$ cat src/rtl/eth_rxf_pkg.sv
package eth_rxf_pkg;

    localparam int PRE_BYTES     = 6;
    localparam int FCS_BYTES     = 4;
    localparam int MAC_HDR_BYTES = 14;
    localparam int MIN_PAYLOAD   = 46;
    localparam logic [7:0] PRE_BYTE = 8'h55;
    localparam logic [7:0] SFD_BYTE = 8'hD5;

    typedef enum logic [1:0] {
        ST_IDLE = 2'd0,
        ST_HDR  = 2'd1,
        ST_BODY = 2'd2,
        ST_SKIP = 2'd3
    } rxf_state_e;

    typedef struct packed {
        logic       vld;
        logic       sof;
        logic       eof;
        logic       err;
        logic       ovs;
        logic [7:0] data;
    } rxf_beat_t;

    function automatic rxf_beat_t mk_beat(input logic sof, input logic eof,
                                          input logic err, input logic ovs,
                                          input logic [7:0] data);
        rxf_beat_t b;
        b.vld  = 1'b1;
        b.sof  = sof;
        b.eof  = eof;
        b.err  = err;
        b.ovs  = ovs;
        b.data = data;
        return b;
    endfunction

endpackage

$ cat src/rtl/eth_rxf_tail_delay.sv
module eth_rxf_tail_delay #(
    parameter int DW    = 8,
    parameter int DEPTH = 3
) (
    input  logic          clk,
    input  logic          rst_n,
    input  logic          push,
    input  logic [DW-1:0] din,
    output logic [DW-1:0] dout
);

    localparam int LINE_W = DW * DEPTH;

    logic [LINE_W-1:0] line_q;

    generate
        if (DEPTH == 1) begin : g_single
            always_ff @(posedge clk or negedge rst_n) begin
                if (!rst_n)    line_q <= '0;
                else if (push) line_q <= din;
            end
        end else begin : g_chain
            always_ff @(posedge clk or negedge rst_n) begin
                if (!rst_n)    line_q <= '0;
                else if (push) line_q <= {line_q[LINE_W-DW-1:0], din};
            end
        end
    endgenerate

    // Oldest byte: the one pushed DEPTH pushes ago
    assign dout = line_q[LINE_W-1 -: DW];

endmodule

$ cat src/rtl/eth_rxf_pad_limit.sv
module eth_rxf_pad_limit
    import eth_rxf_pkg::*;
#(
    parameter int LIM_W = 17
) (
    input  logic [7:0]       lt_hi,
    input  logic [7:0]       lt_lo,
    output logic             is_short,
    output logic [LIM_W-1:0] keep_lim
);

    logic [15:0] lt_val;

    always_comb begin
        lt_val   = {lt_hi, lt_lo};
        is_short = lt_val < 16'(MIN_PAYLOAD);
        keep_lim = LIM_W'(MAC_HDR_BYTES) + LIM_W'(lt_val);
    end

endmodule

$ cat src/rtl/eth_rx_frame_filter.sv
module eth_rx_frame_filter
    import eth_rxf_pkg::*;
#(
    parameter int LEN_W = 16
) (
    input  logic             clk,
    input  logic             rst_n,
    input  logic             cfg_strict_pre,
    input  logic             cfg_strict_sfd,
    input  logic             cfg_pass_pre,
    input  logic             cfg_trunc_en,
    input  logic [LEN_W-1:0] cfg_max_len,
    input  logic [1:0]       cfg_strip,
    input  logic             in_valid,
    input  logic             in_sof,
    input  logic             in_eof,
    input  logic [7:0]       in_data,
    input  logic             in_fcs_bad,
    output logic             out_valid,
    output logic             out_sof,
    output logic             out_eof,
    output logic [7:0]       out_data,
    output logic             out_err,
    output logic             out_oversize
);

    localparam int CNT_W = LEN_W + 1;
    localparam int DLY   = FCS_BYTES - 1;
    localparam int HC_W  = $clog2(PRE_BYTES + 2);

    typedef struct packed {
        rxf_state_e       st;
        logic [HC_W-1:0]  hdr_cnt;
        logic             hdr_bad;
        logic [CNT_W-1:0] idx;
        logic [CNT_W-1:0] limit;
        logic [7:0]       lt_hi;
        logic             hold_vld;
        logic [7:0]       hold_data;
        logic             sof_pend;
        rxf_beat_t        out;
    } rxf_state_t;

    rxf_state_t s_d, s_q;

    logic             push;
    logic [7:0]       dl_out;
    logic             pad_short;
    logic [CNT_W-1:0] pad_lim;

    eth_rxf_tail_delay #(.DW(8), .DEPTH(DLY)) i_delay (
        .clk  (clk),
        .rst_n(rst_n),
        .push (push),
        .din  (in_data),
        .dout (dl_out)
    );

    eth_rxf_pad_limit #(.LIM_W(CNT_W)) i_pad (
        .lt_hi   (s_q.lt_hi),
        .lt_lo   (in_data),
        .is_short(pad_short),
        .keep_lim(pad_lim)
    );

    assign push = in_valid && !in_sof && (s_q.st == ST_BODY);

    logic [HC_W-1:0]  hc;
    logic             hbad, bad_acc, sof_p;
    logic [CNT_W-1:0] cnt;
    logic             trunc_hit, fin, ovs, err, strip_on, pad_on;

    always_comb begin
        s_d       = s_q;
        s_d.out   = '0;
        strip_on  = (cfg_strip != 2'd0);
        pad_on    = cfg_strip[1];
        hc        = in_sof ? '0 : s_q.hdr_cnt;
        hbad      = (hc < HC_W'(PRE_BYTES)) ? (cfg_strict_pre && in_data != PRE_BYTE)
                                            : (cfg_strict_sfd && in_data != SFD_BYTE);
        bad_acc   = (!in_sof && s_q.hdr_bad) || hbad;
        sof_p     = in_sof || s_q.sof_pend;
        cnt       = (&s_q.idx) ? s_q.idx : s_q.idx + 1'b1;
        trunc_hit = cfg_trunc_en && !in_eof && (cnt == {1'b0, cfg_max_len});
        fin       = in_eof || trunc_hit;
        ovs       = trunc_hit || (cnt > {1'b0, cfg_max_len});
        err       = (in_eof && in_fcs_bad) || trunc_hit || s_q.hdr_bad;

        if (in_valid) begin
            if (in_sof || s_q.st == ST_HDR) begin
                s_d.hdr_bad  = bad_acc;
                s_d.sof_pend = sof_p;
                s_d.hdr_cnt  = hc + 1'b1;
                if (cfg_pass_pre) begin
                    s_d.out      = mk_beat(sof_p, in_eof, in_eof, 1'b0, in_data);
                    s_d.sof_pend = 1'b0;
                end
                if (in_eof) begin
                    s_d.st = ST_IDLE;
                end else if (hc == HC_W'(PRE_BYTES)) begin
                    s_d.st       = (bad_acc && !cfg_pass_pre) ? ST_SKIP : ST_BODY;
                    s_d.idx      = '0;
                    s_d.limit    = '1;
                    s_d.hold_vld = 1'b0;
                end else begin
                    s_d.st = ST_HDR;
                end
            end else if (s_q.st == ST_BODY) begin
                if (!strip_on) begin
                    s_d.out      = mk_beat(s_q.sof_pend, fin, fin && err, fin && ovs, in_data);
                    s_d.sof_pend = 1'b0;
                end else if (fin) begin
                    if (s_q.hold_vld) begin
                        s_d.out      = mk_beat(s_q.sof_pend, 1'b1, err, ovs, s_q.hold_data);
                        s_d.sof_pend = 1'b0;
                    end
                    s_d.hold_vld = 1'b0;
                end else if (s_q.idx >= CNT_W'(DLY) &&
                             (s_q.idx - CNT_W'(DLY)) < s_q.limit) begin
                    if (s_q.hold_vld) begin
                        s_d.out      = mk_beat(s_q.sof_pend, 1'b0, 1'b0, 1'b0, s_q.hold_data);
                        s_d.sof_pend = 1'b0;
                    end
                    s_d.hold_data = dl_out;
                    s_d.hold_vld  = 1'b1;
                end
                if (s_q.idx == CNT_W'(12)) s_d.lt_hi = in_data;
                if (s_q.idx == CNT_W'(13) && pad_on && pad_short) s_d.limit = pad_lim;
                s_d.idx = cnt;
                if (fin) s_d.st = in_eof ? ST_IDLE : ST_SKIP;
            end else if (s_q.st == ST_SKIP && in_eof) begin
                s_d.st = ST_IDLE;
            end
        end
    end

    always_ff @(posedge clk or negedge rst_n) begin
        if (!rst_n) s_q <= '0;
        else        s_q <= s_d;
    end

    assign out_valid    = s_q.out.vld;
    assign out_sof      = s_q.out.sof;
    assign out_eof      = s_q.out.eof;
    assign out_err      = s_q.out.err;
    assign out_oversize = s_q.out.ovs;
    assign out_data     = s_q.out.data;

endmodule

$ cat config.mk
export PLATFORM = sky130hd
export DESIGN_NAME = eth_rx_frame_filter
export DESIGN_NICKNAME = d
export VERILOG_FILES = /design/src/rtl/eth_rxf_pkg.sv /design/src/rtl/eth_rxf_tail_delay.sv /design/src/rtl/eth_rxf_pad_limit.sv /design/src/rtl/eth_rx_frame_filter.sv
export SDC_FILE = /design/constraint.sdc
export NUM_CORES = 1
export LEC_CHECK = 0
export BUFFER_PORTS_ARGS = -buffer_cell sky130_fd_sc_hd__buf_2
export CAP_MARGIN = 10
export CORE_UTILIZATION = 35
export CTS_CLUSTER_DIAMETER = 60
export DETAILED_ROUTE_END_ITERATION = 6
export PLACE_DENSITY = 0.53
export SYNTH_ARGS = -nofsm -noshare
export SYNTH_HDL_FRONTEND = slang
export SYNTH_HIERARCHICAL = 1
export SYNTH_SLANG_ARGS = --single-unit
$ cat constraint.sdc
create_clock -name clk -period 3.9 [get_ports clk]
set_input_delay 0.585 -clock clk [delete_from_list [all_inputs] [get_ports clk]]
set_output_delay 0.585 -clock clk [all_outputs]
set_load 0.02 [all_outputs]
==> metrics.md, run 1 <==
| Metric | Value |
|---|---|
| Bufs on Longest Clock Path | 2 |
| Via Count | around 4.7k |
| Cell Area, Synth | 6212 um2 |
| Clock root buffer | clkbuf_16 |
| Startpoint types | register |
| Mean Syn Cell Area | 9.646 um2 |
| Power Internal | roughly 1.6 mW |
| PwrDens | ~320 nW/um2 |
| Total Negative Setup Slacks | 0 ns |
| DRT antenna net count | 0 |
| Clk sinks | 95 |
| Hold WS | around 0.18 ns |
| Crit path capture type | register |
| Worst Clk Skew | ~0.0094 ns |
| Core Region | 17300 um2 |
| Initial drt markers | 264 |
| Slew Limit Fails | 0 |
| Site Rows | 48 |
| Worst-path cell chain | and3_1, and3_1, a211oi_4, buf_4, nand3_1, xnor2_1, ha_1, nand4_1, nor3_1, buf_4, o2111ai_4, and2_4, and4_4, a311o_1 |
| Post-Place Worst Slack | between 0.15 and 0.2 ns |
| Final Power | between 2 and 2.5 mW |
| #FFs+latches synth | 95 |
| Worst Hold Class | input pin to async pin |
| CP Data Required Time | 4.14 ns |
| Worst slew pin tran | 0.6685 ns |
| Gpl congestion | 0.8243 |
| Largest net degree at the start of global routing | 36 |
| Power share of the combinational group | between 10% and 20% |
| First-pass GRT wire length | ~24000 um |
| Status | finished, final reports clean |
| Number of max-cap violations | 0 |
| CTS tree | done |
| Antenna diodes | 0 |
| DRC viols | 0 |
| Initial Util | around 36% |
| Net Switching | 605.2 uW |
| Initial antenna violation count | 0 |
| Full die area | 18290 um2 |
| RSZ-0062 raised after global routing | false |
| Vias in the first global route | around 4.7k |
| Area growth syn-to-layout | 10.78% |
| Grt total ovfl | 0 |
| Final worst path period share | roughly 94% |
| Fin area | between 6000 and 7000 um2 |
| Number of H-tree levels | 3 |
| Slew HR | between 50% and 60% |
| Worst-path clk slew | approximately 0.070 ns |
| Num ports | 49 |
| Die W | 135.2 um |
| Synthesized instance count | between 600 and 700 |
| Hold Fails Final Rpt | 0 |
| I/O Buffers | between 40 and 50 |
| Die Y | 135.2 um |
| Finished Core Util | roughly two fifths |
| Reg power frac | 47.7% |
| Clock insertion delay at the later pin of the skew report | 0.35 ns |
| Hpwl dp | 11000 um |
| Total routed wirelength | 14640 um |
| Share of cells above drive strength 1 | between 20% and 30% |
| Arr. time, crit path | just under 4 ns |
| Achievable clock frequency | 272.9 MHz |
| # hold bufs at CTS | 0 |
| Top FF cell, synth | dfrtp_1 |
| Syn nets | 718 |
| Cell area after placement | about 6600 um2 |
| Wirelength per Cell | about 16 um |
| Critical path's largest stage delay | approximately 0.45 ns |
| Total global-route track usage | between 10% and 20% |
| Placed cell count | 890 |
| Static Leak | ~3.3 nW |
| Post-synth EDFFs | 0 |
| Final setup fails | 0 |
| Yosys warns | 6 |
| Critical path type | register to register |
| Crit path max fanout | 9 |
| Post-synthesis sequential area ratio | 38.27% |
| Max IR drop VDD | roughly 0.00023 V |
| Non-filler cells, final | between 900 and 1k |
| Vias/cell | between 5 and 6 |
| Cell variety after synth | 67 |
| Asr flop ratio synth | 100.0% |
| TritonRoute pass-1 iters | 4 |
| Clock power frac | 40.7% |
| Min Tclk post-route | about 3.7 ns |
| Crit path max-delay cell type | dfrtp_1 |
| Filler Cell Count | ~1.7k |
| Net Sw Frac | between 20% and 30% |
| Cts bufs inserted | 9 |
| Final #Nets | approximately 750 |
| Fin worst setup slack | 0.2353 ns |
## kinds of logic (layout without fill, tap and decap cells)
kind of cell               count (synthesis)  count (layout)  synth area share, %
and+or+nand+nor                          188             188                16.60
AOI/OAI and AO/OA                        147             147                14.42
DFF                                       95              95                38.27
buffers and inverters                     94             132                8.177
xor gates and xnor gates                  41              41                5.781
muxes                                     41              41                9.104
adders and majority gates                 38              38                7.654
## layout make-up
type                    instances  area (um2)  share of cell area [%]
multi-input cells             455        3332                   48.42
well taps                     225       281.5                   4.091
clock inverters                 6       58.81                  0.8545
clock buffers                  10       239.0                   3.473
flip-flops and latches         95        2377                   34.55
inverters                      46       172.7                   2.509
repair buffers                 70       420.4                   6.109
## timing repair
action / 4_1_cts / 5_1_grt
setup buffers: 0 / 1
setup endpoints to repair: 0 / 10
gates resized for setup: 0 / 1
## Yosys cell counts, types with 4 or more instances
cell	number	area, um2
a21o_1	4	30.03
a21oi_1	28	140.1
a22o_1	4	35.03
a31oi_1	11	68.82
and3_1	7	43.79
buf_2	7	35.03
buf_4	22	165.2
clkbuf_1	13	48.80
dfrtp_1	95	2377
ha_1	38	475.5
inv_1	46	172.7
mux2_1	8	90.09
mux2_2	4	45.04
mux2_4	28	420.4
nand2_1	52	195.2
nand2b_1	6	37.54
nand3_1	27	135.1
nand3_2	4	40.04
nand4_1	10	62.56
nor2_1	33	123.9
nor2b_1	9	56.30
nor3_1	4	20.02
nor4_1	7	43.79
o21a_1	4	30.03
o21ai_0	39	195.2
o21ai_1	34	170.2
o31ai_1	6	45.04
or3_1	5	31.28
xnor2_1	27	236.5
xor2_1	14	122.6
## critical path: cells and delay by family (launching register included)
family / cells / cell delay, ns
AOI/OAI and AO/OA: 3 / 0.71
and+or+nand+nor: 7 / 1.53
buffers and inverters: 2 / 0.37
xor gates and xnor gates: 1 / 0.16
adders and majority gates: 1 / 0.31
DFF: 1 / 0.45
## sequential cells by signal, summed over array words and instances (netlist names)
| register | cells |
|---|---|
| i_delay/line_q | 24 |
| out_valid | 1 |
| out_eof | 1 |
| out_err | 1 |
| out_oversize | 1 |
| out_sof | 1 |
| out_data | 8 |
| s_q | 58 |
## power groups by stage
stage | Sequential, mW | Clock, mW | Combinational (mW)
detailed placement | 1.06 | 0 | 0.258
global placement | 1.06 | 0 | 0.251
floorplan | 1.06 | 0 | 0.162
CTS | 1.04 | 0.916 | 0.259
finish | 1.04 | 0.891 | 0.254
global route | 1.05 | 0.960 | 0.289
## path summary, 6_finish.rpt
path                                      to    start  slack, ns  cells after the start
min in group clk                     s_q[67]  s_q[67]       0.48                      2
max reg2reg                          s_q[22]  s_q[62]       0.24                     14
min                        i_delay/line_q[4]    rst_n       0.18                      1
max                                  s_q[22]  s_q[62]       0.24                     14
max in group asynchronous            s_q[55]    rst_n       2.88                      2
min reg2reg                          s_q[67]  s_q[67]       0.48                      2
## cells in the final DEF, fill, tap and decap left out, drive strengths merged, types with 10 or more instances in the layout
master  Yosys  final
nand4      10     10
dfrtp      95     95
nand2      52     52
xor2       14     14
ha         38     38
buf        35     70
xnor2      27     27
inv        46     50
nor2       34     34
nand3      32     32
a31oi      11     11
mux2       40     40
o21ai      73     73
clkbuf     13     10
a21oi      28     28
## layer usage
| metal | share of wire [%] | global-route usage [%] |
|---|---|---|
| met2 | 49 | 29.40 |
| met4 | 1.5 | 5.743 |
| met1 | 46 | 22.12 |
| met5 | 0 | 0 |
| met3 | 3.2 | 2.394 |
Note: power is estimated with default switching activity, not from simulation.
==> run 2: changes to the inputs <==
--- a/config.mk
+++ b/config.mk
@@ -7,6 +7,7 @@
 export LEC_CHECK = 0
 export BUFFER_PORTS_ARGS = -buffer_cell sky130_fd_sc_hd__buf_2
 export CAP_MARGIN = 10
+export CORE_ASPECT_RATIO = 1.2
 export CORE_UTILIZATION = 35
 export CTS_CLUSTER_DIAMETER = 60
 export DETAILED_ROUTE_END_ITERATION = 6
==> metrics.md, run 2 (synthesis gave the netlist of run 1 again) <==
| Metric | Value |
|---|---|
| Status | finished, final reports clean (unchanged) |
| Vias in the first global route | 4754 (was 4729) |
| Arr. time, crit path | 3.88 ns (was 3.90 ns) |
| Num ports | 49 (unchanged) |
| Min Tclk post-route | 3.635 ns (was 3.665 ns) |
| Worst R2R Setup Slack | 0.27 ns (was 0.24 ns) |
| Worst Clk Skew | 0.007527 ns (was 0.009420 ns) |
| Hpwl dp | 10850 um (was 11000 um) |
| Reg2reg path depth | 14 (unchanged) |
| Most frequent cells in the layout | 95 x dfrtp_1, 52 x nand2_1, 47 x buf_2 (unchanged) |
| Grt total ovfl | 0 (unchanged) |
| Vias/cell | 5.219 (was 5.165) |
| Gpl congestion | 0.8917 (was 0.8243) |
| Most common cell after layout, fill and taps aside | dfrtp_1 (unchanged) |
| Reg power frac | 47.7% (about the same) |
| # hold bufs at CTS | 0 (unchanged) |
| Cts bufs inserted | 9 (unchanged) |
| Number of H-tree levels | 3 (unchanged) |
| Max IR drop VDD | 0.0002232 V (was 0.0002288 V) |
| Worst-path clk slew | 0.08 ns (was 0.07 ns) |
| Clock root buffer | clkbuf_16 (unchanged) |
| DRT antenna net count | 0 (unchanged) |
| Max reg flops | 58 (unchanged) |
| Number of max-cap violations | 0 (unchanged) |
| Die W | 123.6 um (was 135.2 um) |
| Total routed wirelength | 14570 um (was 14640 um) |
| PwrDens | 318.6 nW/um2 (was 318.0 nW/um2) |
| R2R Path End | s_q[22] (unchanged) |
| Crit path max fanout | 9 (unchanged) |
| Crit path capture type | register (unchanged) |
| Initial drt markers | 198 (was 264) |
| Routed met2 length | 7081 um (was 7192 um) |
| Total Negative Setup Slacks | 0 ns (unchanged) |
| Via Count | 4692 (was 4685) |
| Initial antenna violation count | 0 (unchanged) |
| Net Sw Frac | 28.46% (was 27.66%) |
| Slew HR | 39.19% (was 55.43%) |
| Worst slew pin tran | 0.9122 ns (was 0.6685 ns) |
| CTS tree | done (unchanged) |
| Static Leak | 3.276 nW (was 3.292 nW) |
| Final #Nets | 748 (was 751) |
| Wirelength per Cell | 16.20 um (was 16.14 um) |
| DRC viols | 0 (unchanged) |
| Initial Util | 35.62% (was 35.92%) |
| Full die area | 18290 um2 (about the same) |
| Total global-route track usage | 17.10% (was 17.16%) |
| R2r startpoint | s_q[48] (was s_q[62]) |
| Share of cells above drive strength 1 | 21.21% (was 21.11%) |
| Largest Register | s_q (unchanged) |
| Final setup fails | 0 (unchanged) |
| Achievable clock frequency | 275.1 MHz (was 272.9 MHz) |
| Site Rows | 53 (was 48) |
| Slew Limit Fails | 0 (unchanged) |
| Critical path type | register to register (unchanged) |
| Clk sinks | 95 (unchanged) |
| TritonRoute pass-1 iters | 4 (unchanged) |
| Core Region | 17440 um2 (was 17300 um2) |
| Area growth syn-to-layout | 10.78% (unchanged) |
| CP Data Required Time | 4.14 ns (about the same) |
| Met3 WL | 340 um (was 466 um) |
| Final Power | 2.193 mW (was 2.188 mW) |
| Antenna diodes | 0 (unchanged) |
| Hold Fails Final Rpt | 0 (unchanged) |
| Worst Hold Class | input pin to async pin (unchanged) |
| Largest net degree at the start of global routing | 72 (was 36) |
| Clock insertion delay at the later pin of the skew report | 0.35 ns (about the same) |
| Power share of the combinational group | 11.4% (was 11.6%) |
| Power Internal | 1.569 mW (was 1.583 mW) |
| Net Switching | 624.0 uW (was 605.2 uW) |
| Bufs on Longest Clock Path | 2 (unchanged) |
| RSZ-0062 raised after global routing | false (unchanged) |
| WL met1 | 6835 um (was 6765 um) |
| Startpoint types | register (unchanged) |
| Die Y | 147.9 um (was 135.2 um) |
| I/O Buffers | 48 (unchanged) |
| Final worst path period share | 93.20% (was 93.97%) |
| First-pass GRT wire length | 24130 um (was 24340 um) |
| Top sig layer | met4 (unchanged) |
| Clock power frac | 40.9% (was 40.7%) |
run 2: how the worst max path moves through the flow:
stage,slack (ns),cells after the start,from,to
floorplan,0.26,15,s_q[60],s_q[22]
global placement,0.03,12,s_q[54],out_data[5]
detailed placement,0.03,12,s_q[54],s_q[20]
CTS,0.15,13,s_q[62],s_q[22]
global route,0.01,15,s_q[62],out_data[2]
finish,0.27,14,s_q[48],s_q[22]
run 2: power groups by stage:
stage          registers, mW  clock network (mW)  logic (mW)
5_1_grt                 1.05               0.957       0.288
3_3_place_gp            1.06                   0       0.245
3_5_place_dp            1.06                   0       0.252
6_report                1.05               0.897       0.250
2_1_floorplan           1.06                   0       0.162
4_1_cts                 1.04               0.924       0.254
run 2: critical path, stage by stage, from the launching register on:
cell	delay (ns)
dfrtp_1	0.50
ha_2	0.32
nand2_1	0.15
or4_4	0.50
nor2_1	0.12
nand2_1	0.08
o21a_1	0.11
ha_1	0.29
nand2_1	0.06
nor3_1	0.28
buf_4	0.19
o2111ai_4	0.14
and2_4	0.21
and4_4	0.24
a311o_1	0.32
run 2: final cells by class:
| cell class | instances | area (um2) |
|---|---|---|
| Clock buffer | 9 | 225.2 |
| Clock inverter | 7 | 72.57 |
| Fill cell | 1746 | 10560 |
| Inverter | 46 | 172.7 |
| Multi-Input combinational cell | 455 | 3361 |
| Sequential cell | 95 | 2377 |
| Tap cell | 220 | 275.3 |
| Timing Repair Buffer | 67 | 397.9 |
run 2: metrics by stage:
stage          setup slack (ns)  instance area [um2]  util [%]  instances  hold slack [ns]
2_1_floorplan            0.2621                 6212         -        644           0.2894
3_3_place_gp            0.03025                 6535     37.47        880           0.4600
3_5_place_dp            0.02611                 6535     37.47        880           0.4628
4_1_cts                  0.1516                 6838     39.21        896           0.4002
5_1_grt                 0.01215                 6882     39.46        899           0.4321
6_report                 0.2650                 6882     39.46        899           0.3495
run 2: metal layers:
metal	up-vias	track usage, %
met5	-	0
met4	0	6.867
met3	19	2.006
met2	81	27.81
met1	2288	22.86
li1	2304	-
run 2: what timing repair did:
action	in CTS	in global routing
buffers inserted	0	3
resized for setup	1	4
pin swaps	0	1
setup endpoints to repair	1	19
